===== src/rtl/sdt_pkg.sv =====
package sdt_pkg;
   typedef enum logic [1:0] {
      ST_IDLE = 2'd0,
      ST_WAIT = 2'd1,
      ST_LO   = 2'd2,
      ST_HI   = 2'd3
   } sdt_state_e;
endpackage


===== src/rtl/sdt_phase_timer.sv =====
// Counts the length of one serial clock phase.
module sdt_phase_timer #(
   parameter int HALF_CYC = 2
) (
   input  logic clk,
   input  logic rst_n,
   input  logic run_i,
   output logic done_o
);
   generate
      if (HALF_CYC < 1) begin : g_bad
         $error("sdt_phase_timer: HALF_CYC must be at least 1");
      end else if (HALF_CYC == 1) begin : g_one
         // every cycle ends a phase; no counter needed
         assign done_o = run_i;
      end else begin : g_cnt
         localparam int CW = $clog2(HALF_CYC);
         logic [CW-1:0] cnt_q;

         always_ff @(posedge clk) begin
            if (!rst_n)                cnt_q <= '0;
            else if (!run_i || done_o) cnt_q <= '0;
            else                       cnt_q <= cnt_q + 1'b1;
         end

         assign done_o = run_i && (cnt_q == CW'(HALF_CYC - 1));

         a_r5_phase_bound: assert property (@(posedge clk) disable iff (!rst_n)
            cnt_q <= CW'(HALF_CYC - 1));
         a_r5_idle_clear: assert property (@(posedge clk) disable iff (!rst_n)
            !run_i |=> cnt_q == '0);
      end
   endgenerate
endmodule


===== src/rtl/sdt_shifter.sv =====
// Holds the bits of the current byte not yet presented, plus a bit index.
module sdt_shifter #(
   parameter int BYTE_W = 8
) (
   input  logic              clk,
   input  logic              rst_n,
   input  logic              load_i,
   input  logic [BYTE_W-2:0] rest_i,
   input  logic              shift_i,
   output logic              next_bit_o,
   output logic              last_o
);
   localparam int IW = $clog2(BYTE_W);

   generate
      if (BYTE_W < 2) begin : g_bad
         $error("sdt_shifter: BYTE_W must be at least 2");
      end
   endgenerate

   logic [BYTE_W-2:0] sh_q;
   logic [IW-1:0]     idx_q;

   always_ff @(posedge clk) begin
      if (!rst_n) begin
         sh_q  <= '0;
         idx_q <= '0;
      end else if (load_i) begin
         sh_q  <= rest_i;
         idx_q <= IW'(BYTE_W - 1);
      end else if (shift_i) begin
         sh_q  <= sh_q << 1;
         idx_q <= idx_q - 1'b1;
      end
   end

   assign next_bit_o = sh_q[BYTE_W-2];
   assign last_o     = (idx_q == '0);

   a_r4_no_shift_past_lsb: assert property (@(posedge clk) disable iff (!rst_n)
      shift_i |-> idx_q != '0);
endmodule


===== src/rtl/sdt_burst_count.sv =====
// Bytes still owed in the running transaction.
module sdt_burst_count #(
   parameter int CNT_W = 8
) (
   input  logic             clk,
   input  logic             rst_n,
   input  logic             load_i,
   input  logic             is_cmd_i,
   input  logic [CNT_W-1:0] cnt_i,
   input  logic             dec_i,
   output logic             last_o
);
   generate
      if (CNT_W < 1) begin : g_bad
         $error("sdt_burst_count: CNT_W must be at least 1");
      end
   endgenerate

   logic [CNT_W-1:0] rem_q;

   always_ff @(posedge clk) begin
      if (!rst_n)
         rem_q <= '0;
      else if (load_i)
         rem_q <= (is_cmd_i || cnt_i == '0) ? CNT_W'(1) : cnt_i;
      else if (dec_i)
         rem_q <= rem_q - 1'b1;
   end

   assign last_o = (rem_q == CNT_W'(1));

   a_r6_no_underflow: assert property (@(posedge clk) disable iff (!rst_n)
      dec_i |-> rem_q > CNT_W'(1));
endmodule


===== src/rtl/serial_disp_tx.sv =====
module serial_disp_tx
   import sdt_pkg::*;
#(
   parameter int BYTE_W   = 8,
   parameter int CNT_W    = 8,
   parameter int HALF_CYC = 2
) (
   input  logic              clk,
   input  logic              rst_n,
   input  logic              start_i,
   input  logic              is_cmd_i,
   input  logic [CNT_W-1:0]  byte_cnt_i,
   input  logic [BYTE_W-1:0] byte_data_i,
   input  logic              byte_valid_i,
   output logic              byte_ready_o,
   output logic              busy_o,
   output logic              cs_n_o,
   output logic              dc_o,
   output logic              sclk_o,
   output logic              sdat_o
);
   sdt_state_e state_q;
   logic cs_q, dc_q, sclk_q, sdat_q;

   logic t_run, t_done;
   logic ld_cnt, ld_sh, do_shift, do_dec;
   logic bit_next, bit_last, byte_last;

   // -------------------------------------------------------------------------
   // Strobes derived from the state
   // -------------------------------------------------------------------------
   assign t_run    = (state_q == ST_LO) || (state_q == ST_HI);
   assign ld_cnt   = (state_q == ST_IDLE) && start_i;
   assign ld_sh    = (state_q == ST_WAIT) && byte_valid_i;
   assign do_shift = (state_q == ST_HI) && t_done && !bit_last;
   assign do_dec   = (state_q == ST_HI) && t_done && bit_last && !byte_last;

   // -------------------------------------------------------------------------
   // Sub-blocks
   // -------------------------------------------------------------------------
   sdt_phase_timer #(.HALF_CYC(HALF_CYC)) u_timer (
      .clk(clk), .rst_n(rst_n), .run_i(t_run), .done_o(t_done)
   );

   sdt_shifter #(.BYTE_W(BYTE_W)) u_shift (
      .clk(clk), .rst_n(rst_n), .load_i(ld_sh),
      .rest_i(byte_data_i[BYTE_W-2:0]), .shift_i(do_shift),
      .next_bit_o(bit_next), .last_o(bit_last)
   );

   sdt_burst_count #(.CNT_W(CNT_W)) u_burst (
      .clk(clk), .rst_n(rst_n), .load_i(ld_cnt), .is_cmd_i(is_cmd_i),
      .cnt_i(byte_cnt_i), .dec_i(do_dec), .last_o(byte_last)
   );

   // -------------------------------------------------------------------------
   // Sequencer and line registers
   // -------------------------------------------------------------------------
   always_ff @(posedge clk) begin
      if (!rst_n) begin
         state_q <= ST_IDLE;
         cs_q    <= 1'b1;
         dc_q    <= 1'b1;
         sclk_q  <= 1'b1;
         sdat_q  <= 1'b1;
      end else begin
         unique case (state_q)
            ST_IDLE: if (start_i) begin
               state_q <= ST_WAIT;
               cs_q    <= 1'b0;
               dc_q    <= !is_cmd_i;
               sclk_q  <= 1'b0;
               sdat_q  <= 1'b1;
            end
            ST_WAIT: if (byte_valid_i) begin
               state_q <= ST_LO;
               sclk_q  <= 1'b0;
               sdat_q  <= byte_data_i[BYTE_W-1];
            end
            ST_LO: if (t_done) begin
               state_q <= ST_HI;
               sclk_q  <= 1'b1;
            end
            ST_HI: if (t_done) begin
               if (!bit_last) begin
                  state_q <= ST_LO;
                  sclk_q  <= 1'b0;
                  sdat_q  <= bit_next;
               end else if (!byte_last) begin
                  state_q <= ST_WAIT;   // clock parked high
               end else begin
                  state_q <= ST_IDLE;
                  cs_q    <= 1'b1;
                  dc_q    <= 1'b1;
                  sclk_q  <= 1'b1;
                  sdat_q  <= 1'b1;
               end
            end
            default: state_q <= ST_IDLE;
         endcase
      end
   end

   assign byte_ready_o = (state_q == ST_WAIT);
   assign busy_o       = (state_q != ST_IDLE);
   assign cs_n_o       = cs_q;
   assign dc_o         = dc_q;
   assign sclk_o       = sclk_q;
   assign sdat_o       = sdat_q;

   // -------------------------------------------------------------------------
   // Assertions
   // -------------------------------------------------------------------------
   a_r1_idle_lines: assert property (@(posedge clk) disable iff (!rst_n)
      !busy_o |-> (cs_n_o && dc_o && sclk_o && sdat_o));
   a_r2_cs_on_edge: assert property (@(posedge clk) disable iff (!rst_n)
      $rose(sclk_o) |-> !cs_n_o);
   a_r3_dc_steady: assert property (@(posedge clk) disable iff (!rst_n)
      (busy_o && $past(busy_o)) |-> $stable(dc_o));
   a_r4_data_steady: assert property (@(posedge clk) disable iff (!rst_n)
      $rose(sclk_o) |-> $stable(sdat_o));
   a_r7_ready_between: assert property (@(posedge clk) disable iff (!rst_n)
      byte_ready_o |-> (busy_o && !cs_n_o));
   a_r10_start_busy: assert property (@(posedge clk) disable iff (!rst_n)
      (busy_o && start_i && state_q != ST_HI) |=> busy_o);
endmodule


===== config.mk =====
export PLATFORM = sky130hd
export DESIGN_NAME = serial_disp_tx
export DESIGN_NICKNAME = d
export VERILOG_FILES = /design/src/rtl/sdt_pkg.sv /design/src/rtl/sdt_phase_timer.sv /design/src/rtl/sdt_shifter.sv /design/src/rtl/sdt_burst_count.sv /design/src/rtl/serial_disp_tx.sv
export SDC_FILE = /design/constraint.sdc
export NUM_CORES = 1
export LEC_CHECK = 0
export BUFFER_PORTS_ARGS = -buffer_cell sky130_fd_sc_hd__buf_2
export CORE_MARGIN = 3
export CORE_UTILIZATION = 53
export CTS_CLUSTER_DIAMETER = 80
export DETAILED_ROUTE_END_ITERATION = 7
export PLACE_DENSITY = 0.89
export RECOVER_POWER = 100
export SETUP_SLACK_MARGIN = 0.3
export SYNTH_ARGS = -nofsm -noshare
export SYNTH_HDL_FRONTEND = slang
export SYNTH_SLANG_ARGS = --single-unit

===== constraint.sdc =====
create_clock -name clk -period 2.4 [get_ports clk]
set_clock_uncertainty 0.1 [all_clocks]
set_input_delay 0.36 -clock clk [delete_from_list [all_inputs] [get_ports clk]]
set_output_delay 0.36 -clock clk [all_outputs]
set_load 0.005 [all_outputs]

---- Word level (Yosys, flattened, before mapping) ----
Index checks and enable logic that the tools add are counted.
word-level totals
  register bits after elaboration ......... 25
  bits in latches ......................... 0
  RAM bits ................................ 0
  memory bits (read-only) ................. 0
  input bits .............................. 21
  output and inout bits ................... 6
  logic and storage cells ................. 82
  memories ................................ 0
operators by class
  add/sub/neg operators ................... 3
  multiply operators ...................... 0
  div/mod/pow operators ................... 0
  magnitude comparators ................... 0
  eq/ne operators ......................... 11
  shift-type cells ........................ 0
  mux-type cells .......................... 31
  bitwise operators ....................... 1
  reductions and logical operators ........ 27
operators by type and width
  cell                                                 number
  2-to-1 mux 8 bit                                     3
  AND reduction 5 bit                                  3
  2-to-1 mux 1 bit                                     14
  2-to-1 mux 7 bit                                     2
  != test 2 bit, second input constant                 6
  2-to-1 mux 2 bit                                     5
  equality test 8 x 1 -> 1 bit, second input constant  1
  zero test 8 bit                                      1
  case mux 2 bit (4 select lines)                      1
  nonzero test 2 bit                                   4
  subtractor 8 x 1 -> 8 bit, second input constant     1
  logical AND 1 bit                                    7
  2-to-1 mux 3 bit                                     2
  equality test 2 bit, second input constant           2
  zero test 1 bit                                      4
  case mux 1 bit (2 select lines)                      2
  case mux 1 bit (4 select lines)                      1
  AND reduction 4 bit                                  1
  zero test 3 bit                                      1
  logical OR 1 bit                                     3
  != test 3 bit, second input constant                 1
  case mux 1 bit (3 select lines)                      1
  nonzero test 3 bit                                   1
  subtractor 3 x 1 -> 3 bit, second input constant     1
  other kinds (5)                                      5

---- Depth between registers and ports, before layout ----
  depth after elaboration ................. 8
  mapped depth ............................ 7
  mapped depth without buffers ............ 7

---- By module ----
Synthesis repeated with hierarchy kept, for this count alone.
unflattened totals
  cell total of the unflattened synthesis .. 161
  area, all modules ....................... 1473.9 um^2
modules (own cells, without submodules)
  module           times used  cells an instance  area an instance (um^2)  seq. area each (um^2)
  sdt_burst_count  1           63                 531.8                    160.2
  sdt_shifter      1           47                 515.5                    200.2
  serial_disp_tx   1           48                 390.4                    120.1
  sdt_phase_timer  1           3                  36.3                     20.0

---- Worst setup path after synthesis ----
OpenSTA, ideal clock, no wires.
  path kind ............................... register to register
  start ................................... register u_burst.rem_q[0]
  end ..................................... register sclk_q (netlist: sclk_o)
  setup time .............................. 122 ps
  arrival ................................. 1547 ps
  required time ........................... 2178 ps
  slack ................................... 631 ps
  cell stages (with the launch flop) ...... 7
  buffers on the path ..................... 0
  period minus slack after synthesis ...... 1769 ps
  cell sequence ........................... dfxtp_1 > ha_1 > nor3b_1 > nand2_2 > nand3_2 > o211ai_2 > a221o_1
on the way
  cells in the longest elaborated chain, start to end .. 3
ends and longest elaborated chain
  element                               line                   source
  start, declared                       sdt_burst_count.sv:19  logic [CNT_W-1:0] rem_q;
  start signal, assigned                sdt_burst_count.sv:25  rem_q <= (is_cmd_i || cnt_i == '0) ? CNT_W'(1) : cnt_i;
  start signal, assigned                sdt_burst_count.sv:27  rem_q <= rem_q - 1'b1;
  equality test 8 x 1 -> 1 bit          sdt_burst_count.sv:30  assign last_o = (rem_q == CNT_W'(1));
  != test 3 bit (no source line)        --
  AND reduction 5 bit (no source line)  --
  end signal, assigned                  serial_disp_tx.sv:64   sclk_q <= 1'b1;
  end signal, assigned                  serial_disp_tx.sv:72   sclk_q <= 1'b0;
  end signal, assigned                  serial_disp_tx.sv:77   sclk_q <= 1'b0;
  end, declared                         serial_disp_tx.sv:23   logic cs_q, dc_q, sclk_q, sdat_q;
No other way between the ends.
A chain may end at the register's enable or synchronous reset.

---- Final worst setup path ----
Ends and elaborated chain as after synthesis.

==> qor.yml <==
logic_synthesis:
  synth_edf_count: 0
  synth_top_area_share_pct: 38.2
  synthMuxAreaShare_pct: 1.63
  synth_ff_type: "dfxtp_1"
  synth_seq_cells: 25
  yosys.cell_types.count: 46
  synth_fp_nets: 182
  synth_area_per_cell_um2: 8.34
  synth_top_family_by_area: "simple AND/OR/NAND/NOR gates"
  yosys_warnings: 0
  yosys.area.top_type: "dfxtp_1"
  synth_fa_ha_area_share_pct: 3.82
  async_flop_share_pct: 0
  synth-compound-area-share_pct: 23.6
  syn_inst: 157
  netlist_top_cells_area: "dfxtp_1 (38%), a21oi_1 (6.9%), nand2_1 (6.9%), ha_1 (3.8%), a22oi_1 (3.4%)"
  netlist_area_um2: 1310
  synth_seq_area_share_pct: 38.2
  synthXorXnorAreaFrac_pct: 2.01
  synthSimpleGateAreaFrac_pct: 26.6
worst_hold_path:
  hp-class: "input pin to flop"
  whs_path_depth: 3
  min_delay_worst_endpoint: "u_burst.rem_q[4]"
  min_from: "byte_cnt_i[4]"
global_routing:
  grt_max_degree: 21
  grt_pass1_wl_mm: 5.29
  antenna_found_initial: 0
  overflow: 0
  grt_use_total_pct: 20.7
  grt_pass1_vias: 1203
sta:
  max_freq_mhz: 471
  tightest_slew_ns: 0.604
  rsz0062_at_grt: "true"
  finalCritPeriodShare_pct: 88.5
  hold_viol: 0
  period_needed_ns: 2.12
  drv_slew: 0
  slew_headroom_pct: 59.6
  finalSetupViolCount: 0
  tns_ns: 0
route:
  finalWirelength_mm: 3.07
  wl_per_cell_um: 14.6
  first_pass_iters: 4
  vias: 1220
  via_per_inst: 5.81
  drt_iter0_drc: 34
  post-route-drc-count: 0
  antenna_left: 0
outcome:
  status: "finished, final reports clean"
cts:
  tritoncts: "done"
  path_clk_slew_ns: 0.14
  ctsHtreeMaxLevel: 1
  numCtsBuffers: 3
  post_cts_buffers: 0
  clock-root-buffer: "clkbuf_4"
  cts_sinks: 25
  insertion_delay_ns: 0.32
  hold_buffers: 0
  clock_path_buffers: 2
worst_setup_path:
  slowest_delay_ns: 0.53
  critical_path.cell_chain: "ha_1 > nor3b_1 > nand2_2 > nand3_1 > o211ai_1 > a221o_1"
  worstSetupPathType: "flop to flop"
  r2r-end: "sclk_o"
  critPathCaptureType: "flop"
  rr_startpoint: "u_burst.rem_q[0]"
  startpoint_type: "flop"
  cp_data_required_time_ns: 2.53
  critPathMaxFanout: 6
  crit_slowest_cell: "nor3b_1"
  worstPathArrival_ns: 2.26
  ff2ff_setup_slack_ns: 0.28
  reg2reg_depth: 6
power:
  p_leak_nw: 0.545
  ir_drop_uv: 420
  power_density_nw_per_um2: 575
floorplan:
  core_area_um2: 2280
  die_x_um: 55.7
  boundaryPins: 27
  start_util_pct: 57.5
  row_count: 17
  die_h_um: 55.7
  fp.dieArea_um2: 3100
final_layout:
  nFillCells: 212
  drive_gt1_share_pct: 18.7
  final_util_pct: 64.0
  insertedDiodeCount: 0
  area_delta_synth_final_pct: 11.3
  layout.cells.most_common_list: "dfxtp_1 (25), buf_2 (25), nand2_1 (24)"
  finalNetCount: 208
placement:
  dp_hpwl_mm: 2.33
  gp_congestion: 0.970
  port_buffers: 26
run:
  maxCapViolCount: 0
worst max-delay path by stage:
stage | startpoint | end | slack (ns) | cells past startpoint
floorplan | u_burst.rem_q[0] | sclk_o | 0.63 | 6
global placement | u_burst.rem_q[0] | sclk_o | 0.54 | 6
detailed placement | u_burst.rem_q[0] | sclk_o | 0.38 | 6
CTS | u_burst.rem_q[0] | sclk_o | 0.37 | 6
global route | u_shift.idx_q[0] | u_shift.idx_q[1] | 0.18 | 7
finish | u_burst.rem_q[0] | sclk_o | 0.28 | 6
cell families (layout without fill, tap and decap cells):
| group | after synthesis | after routing |
|---|---|---|
| fa+ha+maj | 4 | 4 |
| simple gates | 64 | 64 |
| mux | 2 | 2 |
| flops | 25 | 25 |
| compound gates | 46 | 46 |
| xor+xnor | 3 | 3 |
| buf+inv | 13 | 38 |
metrics by stage:
step                std cells  setup slack (ns)  hold WS, ns  instance area (µm²)  power [mW]
floorplan                 157             0.631        0.322                 1310       0.601
global placement          206             0.539        0.343                 1450       0.650
detailed placement        206             0.385        0.347                 1450       0.659
CTS                       210             0.373        0.136                 1480       0.846
global route              210             0.178        0.144                 1460       0.878
finish                    210             0.276        0.134                 1460       0.837
critical path: cells and delay by family, from the launching register on:
kind	cells	cell delay (ns)
compound gates	2	0.44
fa+ha+maj	1	0.21
flops	1	0.44
simple gates	3	0.85
layout make-up:
type	count	area (µm²)	share of cell area, %
clock buffer	3	22.5	1.55
clock inverter	1	5.00	0.344
inverter	7	26.3	1.80
multi-input combinational	119	733	50.3
sequential	25	500	34.4
tap	28	35.0	2.41
timing repair buffer	27	134	9.19
power by group:
group / switching [mW] / internal [mW]
combinational: 0.0973 / 0.0763
sequential: 0.0308 / 0.442
clock: 0.128 / 0.0625
total: 0.256 / 0.581
state kept, by name, indices dropped and copies added, names as in the netlist:
register,flops
u_shift.idx_q,3
cs_n_o,1
u_timer.g_cnt.cnt_q,1
sdat_o,1
dc_o,1
u_shift.sh_q,7
state_q,2
u_burst.rem_q,8
sclk_o,1
cell usage after synthesis, types with 3 or more instances:
master	number
a211oi_1	3
buf_2	4
dfxtp_1	25
a21oi_1	18
ha_1	4
nor3b_1	4
nor4_1	3
nor3_1	8
nand2_1	24
a22oi_1	6
nor2_1	6
inv_1	6
o21ai_0	4
per-layer routing:
metal  vias up  global-route usage (%)  wire (µm)  share of wire [%]
met5         -                       0          0                  0
met4         0                    7.29         22               0.72
met3         2                    5.34        181                5.9
met2        34                    35.8       1530                 50
met1       560                    24.7       1330                 43
li1        624                       -          -                  -
what timing repair did:
| item | in CTS | in global routing |
|---|---|---|
| gates resized for setup | 0 | 2 |
| endpoints found under the hold margin | 0 | 0 |
| endpoints found under the setup margin | 0 | 6 |
(Power assumes the default switching activity.)
